$ cat config.mk
export PLATFORM = sky130hd
export DESIGN_NAME = serial_mem_slave
export DESIGN_NICKNAME = d
export VERILOG_FILES = /design/src/rtl/serial_mem_pkg.sv /design/src/rtl/tw_bus_sampler.sv /design/src/rtl/tw_byte_shifter.sv /design/src/rtl/tw_word_ptr.sv /design/src/rtl/serial_mem_slave.sv
export SDC_FILE = /design/constraint.sdc
export NUM_CORES = 1
export LEC_CHECK = 0
export BUFFER_PORTS_ARGS = -buffer_cell sky130_fd_sc_hd__buf_2
export CAP_MARGIN = 20
export CELL_PAD_IN_SITES_DETAIL_PLACEMENT = 0
export CELL_PAD_IN_SITES_GLOBAL_PLACEMENT = 1
export CORE_MARGIN = 5
export CORE_UTILIZATION = 35
export DETAILED_ROUTE_END_ITERATION = 8
export HOLD_SLACK_MARGIN = 0.15
export PLACE_DENSITY = 0.73
export SETUP_SLACK_MARGIN = 0.15
export SLEW_MARGIN = 20
export SYNTH_ARGS = -nofsm -noshare
export SYNTH_HDL_FRONTEND = slang
export SYNTH_SLANG_ARGS = --single-unit
$ cat constraint.sdc
create_clock -name clk -period 2.9 [get_ports clk]
set_input_delay 0.87 -clock clk [delete_from_list [all_inputs] [get_ports clk]]
set_output_delay 0.87 -clock clk [all_outputs]
set_load 0.1 [all_outputs]
$ cat src/rtl/serial_mem_pkg.sv
package serial_mem_pkg;

    localparam int BYTE_BITS = 8;

    typedef enum logic [3:0] {
        ST_IDLE,
        ST_DEV,
        ST_DEV_ACK,
        ST_AHI,
        ST_AHI_ACK,
        ST_ALO,
        ST_ALO_ACK,
        ST_WDAT,
        ST_WDAT_ACK,
        ST_RDAT,
        ST_RACK
    } link_state_e;

endpackage

$ cat src/rtl/tw_bus_sampler.sv
module tw_bus_sampler (
    input  logic clk,
    input  logic rst_n,
    input  logic scl_i,
    input  logic sda_i,
    output logic scl_o,
    output logic sda_o,
    output logic scl_rise_o,
    output logic scl_fall_o,
    output logic start_o,
    output logic stop_o
);

    typedef struct packed {
        logic scl_m;
        logic scl_s;
        logic scl_p;
        logic sda_m;
        logic sda_s;
        logic sda_p;
    } smp_t;

    smp_t smp_d, smp_q;

    always_comb begin
        smp_d       = smp_q;
        smp_d.scl_m = scl_i;
        smp_d.scl_s = smp_q.scl_m;
        smp_d.scl_p = smp_q.scl_s;
        smp_d.sda_m = sda_i;
        smp_d.sda_s = smp_q.sda_m;
        smp_d.sda_p = smp_q.sda_s;
    end

    always_ff @(posedge clk or negedge rst_n) begin
        if (!rst_n) smp_q <= '1;
        else        smp_q <= smp_d;
    end

    assign scl_o      = smp_q.scl_s;
    assign sda_o      = smp_q.sda_s;
    assign scl_rise_o = smp_q.scl_s & ~smp_q.scl_p;
    assign scl_fall_o = ~smp_q.scl_s & smp_q.scl_p;
    assign start_o    = smp_q.scl_s & smp_q.scl_p & smp_q.sda_p & ~smp_q.sda_s;
    assign stop_o     = smp_q.scl_s & smp_q.scl_p & ~smp_q.sda_p & smp_q.sda_s;

endmodule

$ cat src/rtl/tw_byte_shifter.sv
module tw_byte_shifter #(
    parameter int WIDTH = 8
) (
    input  logic             clk,
    input  logic             rst_n,
    input  logic             in_en_i,
    input  logic             in_bit_i,
    input  logic             load_i,
    input  logic [WIDTH-1:0] load_val_i,
    input  logic             out_en_i,
    output logic [WIDTH-1:0] byte_o
);

    logic [WIDTH-1:0] sh_d, sh_q;

    always_comb begin
        sh_d = sh_q;
        if (load_i)        sh_d = load_val_i;
        else if (in_en_i)  sh_d = {sh_q[WIDTH-2:0], in_bit_i};
        else if (out_en_i) sh_d = {sh_q[WIDTH-2:0], 1'b1};
    end

    always_ff @(posedge clk or negedge rst_n) begin
        if (!rst_n) sh_q <= '0;
        else        sh_q <= sh_d;
    end

    assign byte_o = sh_q;

endmodule

$ cat src/rtl/tw_word_ptr.sv
module tw_word_ptr #(
    parameter int ADDR_W = 13,
    parameter int PAGE_W = 5
) (
    input  logic              clk,
    input  logic              rst_n,
    input  logic              load_i,
    input  logic [ADDR_W-1:0] load_val_i,
    input  logic              inc_page_i,
    input  logic              inc_full_i,
    output logic [ADDR_W-1:0] ptr_o
);

    logic [ADDR_W-1:0] ptr_d, ptr_q;
    logic [PAGE_W-1:0] col_next;

    assign col_next = ptr_q[PAGE_W-1:0] + PAGE_W'(1);

    always_comb begin
        ptr_d = ptr_q;
        if (load_i)          ptr_d = load_val_i;
        else if (inc_full_i) ptr_d = ptr_q + ADDR_W'(1);
        else if (inc_page_i) ptr_d = {ptr_q[ADDR_W-1:PAGE_W], col_next};
    end

    always_ff @(posedge clk or negedge rst_n) begin
        if (!rst_n) ptr_q <= '0;
        else        ptr_q <= ptr_d;
    end

    assign ptr_o = ptr_q;

endmodule

$ cat src/rtl/serial_mem_slave.sv
module serial_mem_slave
    import serial_mem_pkg::*;
#(
    parameter int          ADDR_W   = 13,
    parameter int          PAGE_W   = 5,
    parameter logic [3:0]  DEV_CODE = 4'b1010
) (
    input  logic              clk,
    input  logic              rst_n,
    input  logic              scl_i,
    input  logic              sda_i,
    output logic              sda_oe_o,
    input  logic [2:0]        strap_i,
    input  logic              busy_i,
    output logic [ADDR_W-1:0] mem_addr_o,
    input  logic [7:0]        mem_rdata_i,
    output logic              mem_we_o,
    output logic [7:0]        mem_wdata_o,
    output logic              commit_o
);

    localparam int HI_W  = ADDR_W - BYTE_BITS;
    localparam int CNT_W = $clog2(BYTE_BITS);
    localparam logic [CNT_W-1:0] LAST_BIT = CNT_W'(BYTE_BITS - 1);

    typedef struct packed {
        link_state_e       state;
        logic [CNT_W-1:0]  bitcnt;
        logic              full;
        logic              rw;
        logic [HI_W-1:0]   hi;
        logic              oe;
        logic              we;
        logic [7:0]        wdata;
        logic              commit;
        logic              wrote;
        logic              mack;
    } ctl_t;

    ctl_t ctl_d, ctl_q;

    // sampled bus and events
    logic scl_s, sda_s, scl_rise, scl_fall, start_ev, stop_ev;

    // shifter controls
    logic       sh_in_en, sh_load, sh_out_en;
    logic [7:0] sh_byte;

    // pointer controls
    logic              p_load, p_inc_page, p_inc_full;
    logic [ADDR_W-1:0] ptr;

    logic dev_hit, rx_state, st_idle, st_dev_ack;

    tw_bus_sampler u_samp (
        .clk        (clk),
        .rst_n      (rst_n),
        .scl_i      (scl_i),
        .sda_i      (sda_i),
        .scl_o      (scl_s),
        .sda_o      (sda_s),
        .scl_rise_o (scl_rise),
        .scl_fall_o (scl_fall),
        .start_o    (start_ev),
        .stop_o     (stop_ev)
    );

    tw_byte_shifter #(.WIDTH(BYTE_BITS)) u_shift (
        .clk        (clk),
        .rst_n      (rst_n),
        .in_en_i    (sh_in_en),
        .in_bit_i   (sda_s),
        .load_i     (sh_load),
        .load_val_i (mem_rdata_i),
        .out_en_i   (sh_out_en),
        .byte_o     (sh_byte)
    );

    tw_word_ptr #(.ADDR_W(ADDR_W), .PAGE_W(PAGE_W)) u_ptr (
        .clk        (clk),
        .rst_n      (rst_n),
        .load_i     (p_load),
        .load_val_i ({ctl_q.hi, sh_byte}),
        .inc_page_i (p_inc_page),
        .inc_full_i (p_inc_full),
        .ptr_o      (ptr)
    );

    assign dev_hit  = (sh_byte[7:4] == DEV_CODE) && (sh_byte[3:1] == strap_i);
    assign rx_state = (ctl_q.state == ST_DEV) || (ctl_q.state == ST_AHI) ||
                      (ctl_q.state == ST_ALO) || (ctl_q.state == ST_WDAT);

    always_comb begin
        ctl_d        = ctl_q;
        ctl_d.we     = 1'b0;
        ctl_d.commit = 1'b0;
        sh_in_en     = 1'b0;
        sh_load      = 1'b0;
        sh_out_en    = 1'b0;
        p_load       = 1'b0;
        p_inc_page   = 1'b0;
        p_inc_full   = 1'b0;

        if (start_ev) begin
            ctl_d.state  = busy_i ? ST_IDLE : ST_DEV;
            ctl_d.bitcnt = '0;
            ctl_d.full   = 1'b0;
            ctl_d.oe     = 1'b0;
            ctl_d.wrote  = 1'b0;
        end else if (stop_ev) begin
            ctl_d.commit = ctl_q.wrote;
            ctl_d.wrote  = 1'b0;
            ctl_d.state  = ST_IDLE;
            ctl_d.oe     = 1'b0;
        end else if (rx_state) begin
            if (scl_rise && !ctl_q.full) begin
                sh_in_en     = 1'b1;
                ctl_d.bitcnt = ctl_q.bitcnt + CNT_W'(1);
                if (ctl_q.bitcnt == LAST_BIT) ctl_d.full = 1'b1;
            end
            if (scl_fall && ctl_q.full) begin
                ctl_d.full   = 1'b0;
                ctl_d.bitcnt = '0;
                unique case (ctl_q.state)
                    ST_DEV: begin
                        if (dev_hit && !busy_i) begin
                            ctl_d.oe    = 1'b1;
                            ctl_d.rw    = sh_byte[0];
                            ctl_d.state = ST_DEV_ACK;
                        end else begin
                            ctl_d.state = ST_IDLE;
                        end
                    end
                    ST_AHI: begin
                        ctl_d.hi    = sh_byte[HI_W-1:0];
                        ctl_d.oe    = 1'b1;
                        ctl_d.state = ST_AHI_ACK;
                    end
                    ST_ALO: begin
                        p_load      = 1'b1;
                        ctl_d.oe    = 1'b1;
                        ctl_d.state = ST_ALO_ACK;
                    end
                    default: begin
                        ctl_d.we    = 1'b1;
                        ctl_d.wdata = sh_byte;
                        ctl_d.wrote = 1'b1;
                        ctl_d.oe    = 1'b1;
                        ctl_d.state = ST_WDAT_ACK;
                    end
                endcase
            end
        end else begin
            unique case (ctl_q.state)
                ST_DEV_ACK: begin
                    if (scl_fall) begin
                        if (ctl_q.rw) begin
                            sh_load      = 1'b1;
                            p_inc_full   = 1'b1;
                            ctl_d.oe     = ~mem_rdata_i[7];
                            ctl_d.bitcnt = '0;
                            ctl_d.state  = ST_RDAT;
                        end else begin
                            ctl_d.oe    = 1'b0;
                            ctl_d.state = ST_AHI;
                        end
                    end
                end
                ST_AHI_ACK: begin
                    if (scl_fall) begin
                        ctl_d.oe    = 1'b0;
                        ctl_d.state = ST_ALO;
                    end
                end
                ST_ALO_ACK: begin
                    if (scl_fall) begin
                        ctl_d.oe    = 1'b0;
                        ctl_d.state = ST_WDAT;
                    end
                end
                ST_WDAT_ACK: begin
                    if (scl_fall) begin
                        ctl_d.oe    = 1'b0;
                        p_inc_page  = 1'b1;
                        ctl_d.state = ST_WDAT;
                    end
                end
                ST_RDAT: begin
                    if (scl_fall) begin
                        if (ctl_q.bitcnt == LAST_BIT) begin
                            ctl_d.oe    = 1'b0;
                            ctl_d.state = ST_RACK;
                        end else begin
                            sh_out_en    = 1'b1;
                            ctl_d.oe     = ~sh_byte[6];
                            ctl_d.bitcnt = ctl_q.bitcnt + CNT_W'(1);
                        end
                    end
                end
                ST_RACK: begin
                    if (scl_rise) ctl_d.mack = ~sda_s;
                    if (scl_fall) begin
                        if (ctl_q.mack) begin
                            sh_load      = 1'b1;
                            p_inc_full   = 1'b1;
                            ctl_d.oe     = ~mem_rdata_i[7];
                            ctl_d.bitcnt = '0;
                            ctl_d.state  = ST_RDAT;
                        end else begin
                            ctl_d.state = ST_IDLE;
                        end
                    end
                end
                default: ;
            endcase
        end
    end

    always_ff @(posedge clk or negedge rst_n) begin
        if (!rst_n) begin
            ctl_q       <= '0;
            ctl_q.state <= ST_IDLE;
        end else begin
            ctl_q <= ctl_d;
        end
    end

    assign st_idle     = (ctl_q.state == ST_IDLE);
    assign st_dev_ack  = (ctl_q.state == ST_DEV_ACK);
    assign sda_oe_o    = ctl_q.oe;
    assign mem_addr_o  = ptr;
    assign mem_we_o    = ctl_q.we;
    assign mem_wdata_o = ctl_q.wdata;
    assign commit_o    = ctl_q.commit;

endmodule

After elaboration in Yosys (flattened, before gate mapping)
Cells that the tools add are included.
{ "totals": {"register_bits": 54, "input_bits": 16, "word_cells": 188} }
{ "classes": {"add_sub_neg": 3, "eq_ne": 32, "muxes": 84, "bitwise_logic": 17, "n_reduce_logical": 32} }
{ "ops": {"columns": ["cell", "count"], "rows": [
  ["1-bit two-way mux", 49],
  ["7-bit two-way mux", 5],
  ["8-bit two-way mux", 4],
  ["5-bit inequality test (second input constant)", 6],
  ["4-bit two-way mux", 7],
  ["9-bit two-way mux", 3],
  ["13-bit two-way mux", 2],
  ["24-bit two-way mux", 1],
  ["4-bit inequality test (second input constant)", 6],
  ["10-bit two-way mux", 2],
  ["4-bit one-hot mux with 5 select lines", 1],
  ["3-bit nonzero test", 6],
  ["4-bit by 3-bit == test with 1-bit output (second input constant)", 4],
  ["4-bit == test (second input constant)", 4],
  ["8-bit AND reduction", 2],
  ["5-bit AND reduction", 3],
  ["13-bit by 1-bit adder with 13-bit output (second input constant)", 1],
  ["4-bit one-hot mux with 3 select lines", 1],
  ["5-bit two-way mux", 2],
  ["5-bit by 1-bit inequality test with 1-bit output (second input constant)", 2],
  ["1-bit inverter", 10],
  ["3-bit two-way mux", 3],
  ["3-bit one-hot mux with 3 select lines", 1],
  ["9-bit AND reduction", 1],
  ["other kinds (27)", 42]
]} }

Longest topological paths before layout
{ "logic_depth": {"depth_word": 10, "ltp_mapped": 8, "ltp_nobuf": 7} }

Hierarchy
Synthesis repeated with hierarchy kept, for this count alone.
{ "unflattened": {"hier_cells": 326, "hier_area_um2": 3136.8} }
{ "by_module_without_submodules": {"columns": ["mod", "instances", "cells_each", "area_per_inst_um2"], "rows": [
  ["serial_mem_slave", 1, 202, 1769.2],
  ["tw_word_ptr", 1, 75, 737.0],
  ["tw_byte_shifter", 1, 39, 440.4],
  ["tw_bus_sampler", 1, 10, 190.2]
]} }

Worst setup path before layout
OpenSTA, ideal clock, no wires.
{ "synth_timing": {"path_type": "reg2reg", "startpoint": "reg u_ptr.ptr_q[0] (netlist: u_ptr.ptr_o[0])", "endpoint": "reg u_ptr.ptr_q[12] (netlist: u_ptr.ptr_o[12])", "setup_ps": 82, "t_arrival_ps": 2351, "required_ps": 2818, "setup_slack_ps": 468, "stages_incl_launch_ff": 7, "n_path_buf": 0, "cell_sequence": "dfrtp_1 ha_1 nand3_1 nor3_1 nand2_1 or3_1 a31oi_1"} }
{ "synth_between": {"elab_chain_len": 3} }
{ "synth_lines": {"columns": ["element", "line_no", "text"], "rows": [
  ["start, declared", "tw_word_ptr.sv:14", "logic [ADDR_W-1:0] ptr_d, ptr_q;"],
  ["start signal, assigned", "tw_word_ptr.sv:28", "else ptr_q <= ptr_d;"],
  ["13-bit by 1-bit adder with 13-bit output", "tw_word_ptr.sv:22", "else if (inc_full_i) ptr_d = ptr_q + ADDR_W'(1);"],
  ["13-bit two-way mux", "tw_word_ptr.sv:22", null],
  ["13-bit two-way mux", "tw_word_ptr.sv:21", "if (load_i) ptr_d = load_val_i;"]
]} }
Every way passes these cells. The select of a mux whose other input is x is not followed.
A chain may end at the register's enable or synchronous reset.

Worst setup path in the final report
{ "layout_timing": {"startpoint": "reg ctl_q[24] (netlist name)", "endpoint": "reg u_shift.sh_q[3] (netlist: u_shift.byte_o[3])"} }
{ "layout_between": {"elab_chain_len": 9, "word_cells_on_any_way": 24, "cone_classes": "7 x eq/ne; 13 x mux; 4 x reduce/logical"} }
{ "layout_lines": {"columns": ["element", "line_no", "text"], "rows": [
  ["start, declared", "serial_mem_slave.sv:40", "ctl_t ctl_d, ctl_q;"],
  ["start signal, assigned", "serial_mem_slave.sv:224", "ctl_q <= ctl_d;"],
  ["4-bit by 1-bit == test with 1-bit output or 4-bit by 2-bit == test with 1-bit output (tied branches)", "serial_mem_slave.sv:90", "assign rx_state = (ctl_q.state == ST_DEV) || (ctl_q.state == ST_AHI) ||"],
  ["1-bit logical OR (2 in a row)", "serial_mem_slave.sv:90", null],
  ["1-bit logical OR", "serial_mem_slave.sv:91", "(ctl_q.state == ST_ALO) || (ctl_q.state == ST_WDAT);"],
  ["1-bit two-way mux", "serial_mem_slave.sv:115", "end else if (rx_state) begin"],
  ["1-bit two-way mux", "serial_mem_slave.sv:110", "end else if (stop_ev) begin"],
  ["1-bit two-way mux", "serial_mem_slave.sv:104", "if (start_ev) begin"],
  ["8-bit two-way mux", "tw_byte_shifter.sv:19", "else if (in_en_i) sh_d = {sh_q[WIDTH-2:0], in_bit_i};"],
  ["8-bit two-way mux", "tw_byte_shifter.sv:18", "if (load_i) sh_d = load_val_i;"],
  ["end signal, assigned", "tw_byte_shifter.sv:24", "if (!rst_n) sh_q <= '0;"],
  ["end signal, assigned", "tw_byte_shifter.sv:25", "else sh_q <= sh_d;"],
  ["end, declared", "tw_byte_shifter.sv:14", "logic [WIDTH-1:0] sh_d, sh_q;"]
]} }
Several ways; a longest one is shown, not always the timed one.

==> key figures <==
Worst setup path
  • Endpoint class of the critical path: register
  • Crit Reg-Reg Startpoint: ctl_q[24]
  • Reg2reg setup slack: slightly above 400 ps
  • CP startpoint kind: register
  • Crit Path Category: reg -> reg
  • Crit path DAT: 2690 ps
  • WP data required: between 3000 and 4000 ps
  • Worst Path Max Fanout: 16
  • Cells on worst reg2reg path: 5
  • Crit Reg-Reg Endpoint: u_shift.byte_o[3]

GRT
  • Total global-route track usage: 0.153
  • Largest net degree at the start of global routing: 22
  • Vias in the first global route: about 2,600
  • GRT overflow: 0
  • Global-route wire length before repair: 14,100 um
  • Initial antenna violation count: 0

Timing
  • Fmax: around 400 MHz
  • Max-slew violations: 0
  • Setup_tns: 0 ps
  • Rel. slew slack: 0.635
  • Endpoints failing hold: 0
  • Fin crit share: 0.858
  • Final setup viols: 0
  • Crit path time final: 2490 ps
  • Final setup margin: approximately 410 ps
  • Clk_skew: roughly 6.6 ps
  • RSZ-0062 raised after global routing: false
  • Least-Margin Pin Slew: about 550 ps

Route
  • # DRC: 0
  • Drt pass-1 iters: 4
  • DRT Wirelength: 8390 um
  • Final ANT Viol Nets: 0
  • Via Count: 2,686
  • Vias per cell: between 5 and 6
  • Iter 0 DRT Violations: slightly below 200
  • Detailed-route wire length per cell: ~18 um

Clock tree
  • Post-CTS Setup Bufs: 0
  • Worst-Skew Late Latency: 310 ps
  • Clock transition at path regs: roughly 100 ps
  • Total CTS buffers: 5
  • CTS sink count: 54
  • CTS tree: done
  • Post-CTS Resized: 0
  • H-tree depth: 2
  • Clk root buf: clkbuf_8
  • CTS hold repair buffers: 0
  • Maximum buffer depth of the clock tree: 2

Floorplan
  • Row Count: 34
  • Die H: between 100 and 150 um
  • Initial core utilization: 0.361
  • Die area: ~11,000 um^2
  • Core Area: 8760 um^2
  • Die X: between 100 and 150 um
  • IO Pins: 40

Synth
  • EDFF count, synth: 0
  • Syn Inst Count: 329
  • Syn_nets: roughly 350
  • Synth unique cells: 65
  • Ys flop type: dfrtp_1
  • Asr flop ratio synth: 1.00
  • Avg Cell Area, Syn: 9.62 um^2
  • Synth warnings: 0
  • Synth Register Bits: between 50 and 60
  • Synth Cell Area: approximately 3200 um^2
  • Sequential-to-total area share from yosys stat: 0.429

Place
  • Dpl ws: between 400 and 500 ps
  • Placed insts: 462
  • Detailed Place HPWL: ~6100 um
  • GPL Wtd Cong: 0.903
  • PortBufs: 39

Worst hold path
  • Worst hold path class: reg -> reg
  • Hold Path Depth: 0
  • Hold EP: u_samp.scl_o
  • Launch point of the worst hold path: u_samp.smp_d[4]

Final layout
  • Non-Filler Instances: between 400 and 500
  • Fraction of layout cells with a size suffix above 1: 0.260
  • Nets@finish: 380
  • ANT cells: 0
  • Most frequent cells in the layout: dfrtp_1 (48), nand2_1 (41), buf_2 (39)
  • Final Util: 0.402
  • Area Growth Syn to Fin: 11.5%
  • Commonest non-fill, non-tap cell in the layout: dfrtp_1

Pwr
  • Worst IR Drop VDD: approximately 560 uV
  • Pwr/cell area: 950 nW/um^2
  • Leakage power: ~0.0016 uW

Status
  • Status: complete, no violations

Job
  • Max cap viols: 0
-- kinds of logic after synthesis --
logic type | after synthesis | share of synthesized area
adders and majority gates | 4 | 0.0150
DFF | 54 | 0.429
muxes | 21 | 0.0724
buffers and inverters | 38 | 0.0621
and+or+nand+nor | 127 | 0.217
AOI/OAI and AO/OA | 80 | 0.191
xor gates and xnor gates | 5 | 0.0138
-- cell usage after synthesis (7+ instances only) --
cell type | number | area (um^2)
dfrtp_1 | 48 | 1200
nand2_1 | 41 | 154
nor2_1 | 18 | 67.6
mux2_2 | 14 | 158
clkbuf_1 | 12 | 45.0
nand3_1 | 12 | 60.1
inv_1 | 10 | 37.5
o211ai_1 | 10 | 75.1
buf_4 | 9 | 67.6
o21ai_0 | 9 | 45.0
a21oi_1 | 8 | 40.0
nand2b_1 | 8 | 50.1
nor3_1 | 8 | 40.0
o21ai_1 | 7 | 35.0
-- stage by stage --
step | hold slack (ps) | total power (uW) | instance area, um^2
final | 361 | 3350 | 3530
after global routing | 370 | 3560 | 3530
after CTS | 365 | 3370 | 3530
after detailed placement | 348 | 2920 | 3440
after global placement | 345 | 2910 | 3440
after floorplan | 345 | 2590 | 3160
-- registers in the layout, indices dropped and copies added (netlist names) --
register,flops
ctl_q,16
u_ptr.ptr_o,13
mem_wdata_o,8
u_shift.byte_o,8
u_samp.smp_d,2
u_samp.smp_q,2
commit_o,1
mem_we_o,1
sda_oe_o,1
u_samp.scl_o,1
u_samp.sda_o,1
-- critical path: stages, from the launching register on --
cell and delay, ps:
dfrtp_1 680, or3b_4 480, o311a_4 150, o31ai_4 370, nand3_1 320, a221o_1 370
-- worst max-delay path by stage --
stage                               from           endpoint  slack [ps]  depth (start not counted)
after global placement         ctl_q[24]  u_shift.byte_o[4]         480                          5
after global routing           ctl_q[24]  u_shift.byte_o[3]         320                          5
after detailed placement       ctl_q[24]  u_shift.byte_o[3]         490                          5
after CTS                      ctl_q[24]  u_shift.byte_o[3]         460                          5
final                          ctl_q[24]  u_shift.byte_o[3]         410                          5
after floorplan           u_ptr.ptr_o[0]    u_ptr.ptr_o[12]         470                          6
-- routing by layer --
layer	up-vias	global-route usage	routed length, um
met5	-	0	0
met3	6	0.0290	387
met4	0	0.0274	50
li1	1265	-	-
met1	1329	0.231	4180
met2	86	0.230	3780
-- final cells by class --
cell class / count / area (um^2)
clock buffer: 6 / 72.6
inverter: 10 / 37.5
tap: 108 / 135
fill: 877 / 5240
clock inverter: 2 / 13.8
sequential: 54 / 1360
timing repair buffer: 53 / 300
multi-input combinational: 237 / 1610
-- report_power, final --
group / leakage, uW / internal (uW) / switching (uW)
Combinational: 0.000858 / 533 / 1140
Sequential: 0.000690 / 954 / 294
Clock: 0.0000452 / 171 / 260
Note: power is estimated with default switching activity, not from simulation.
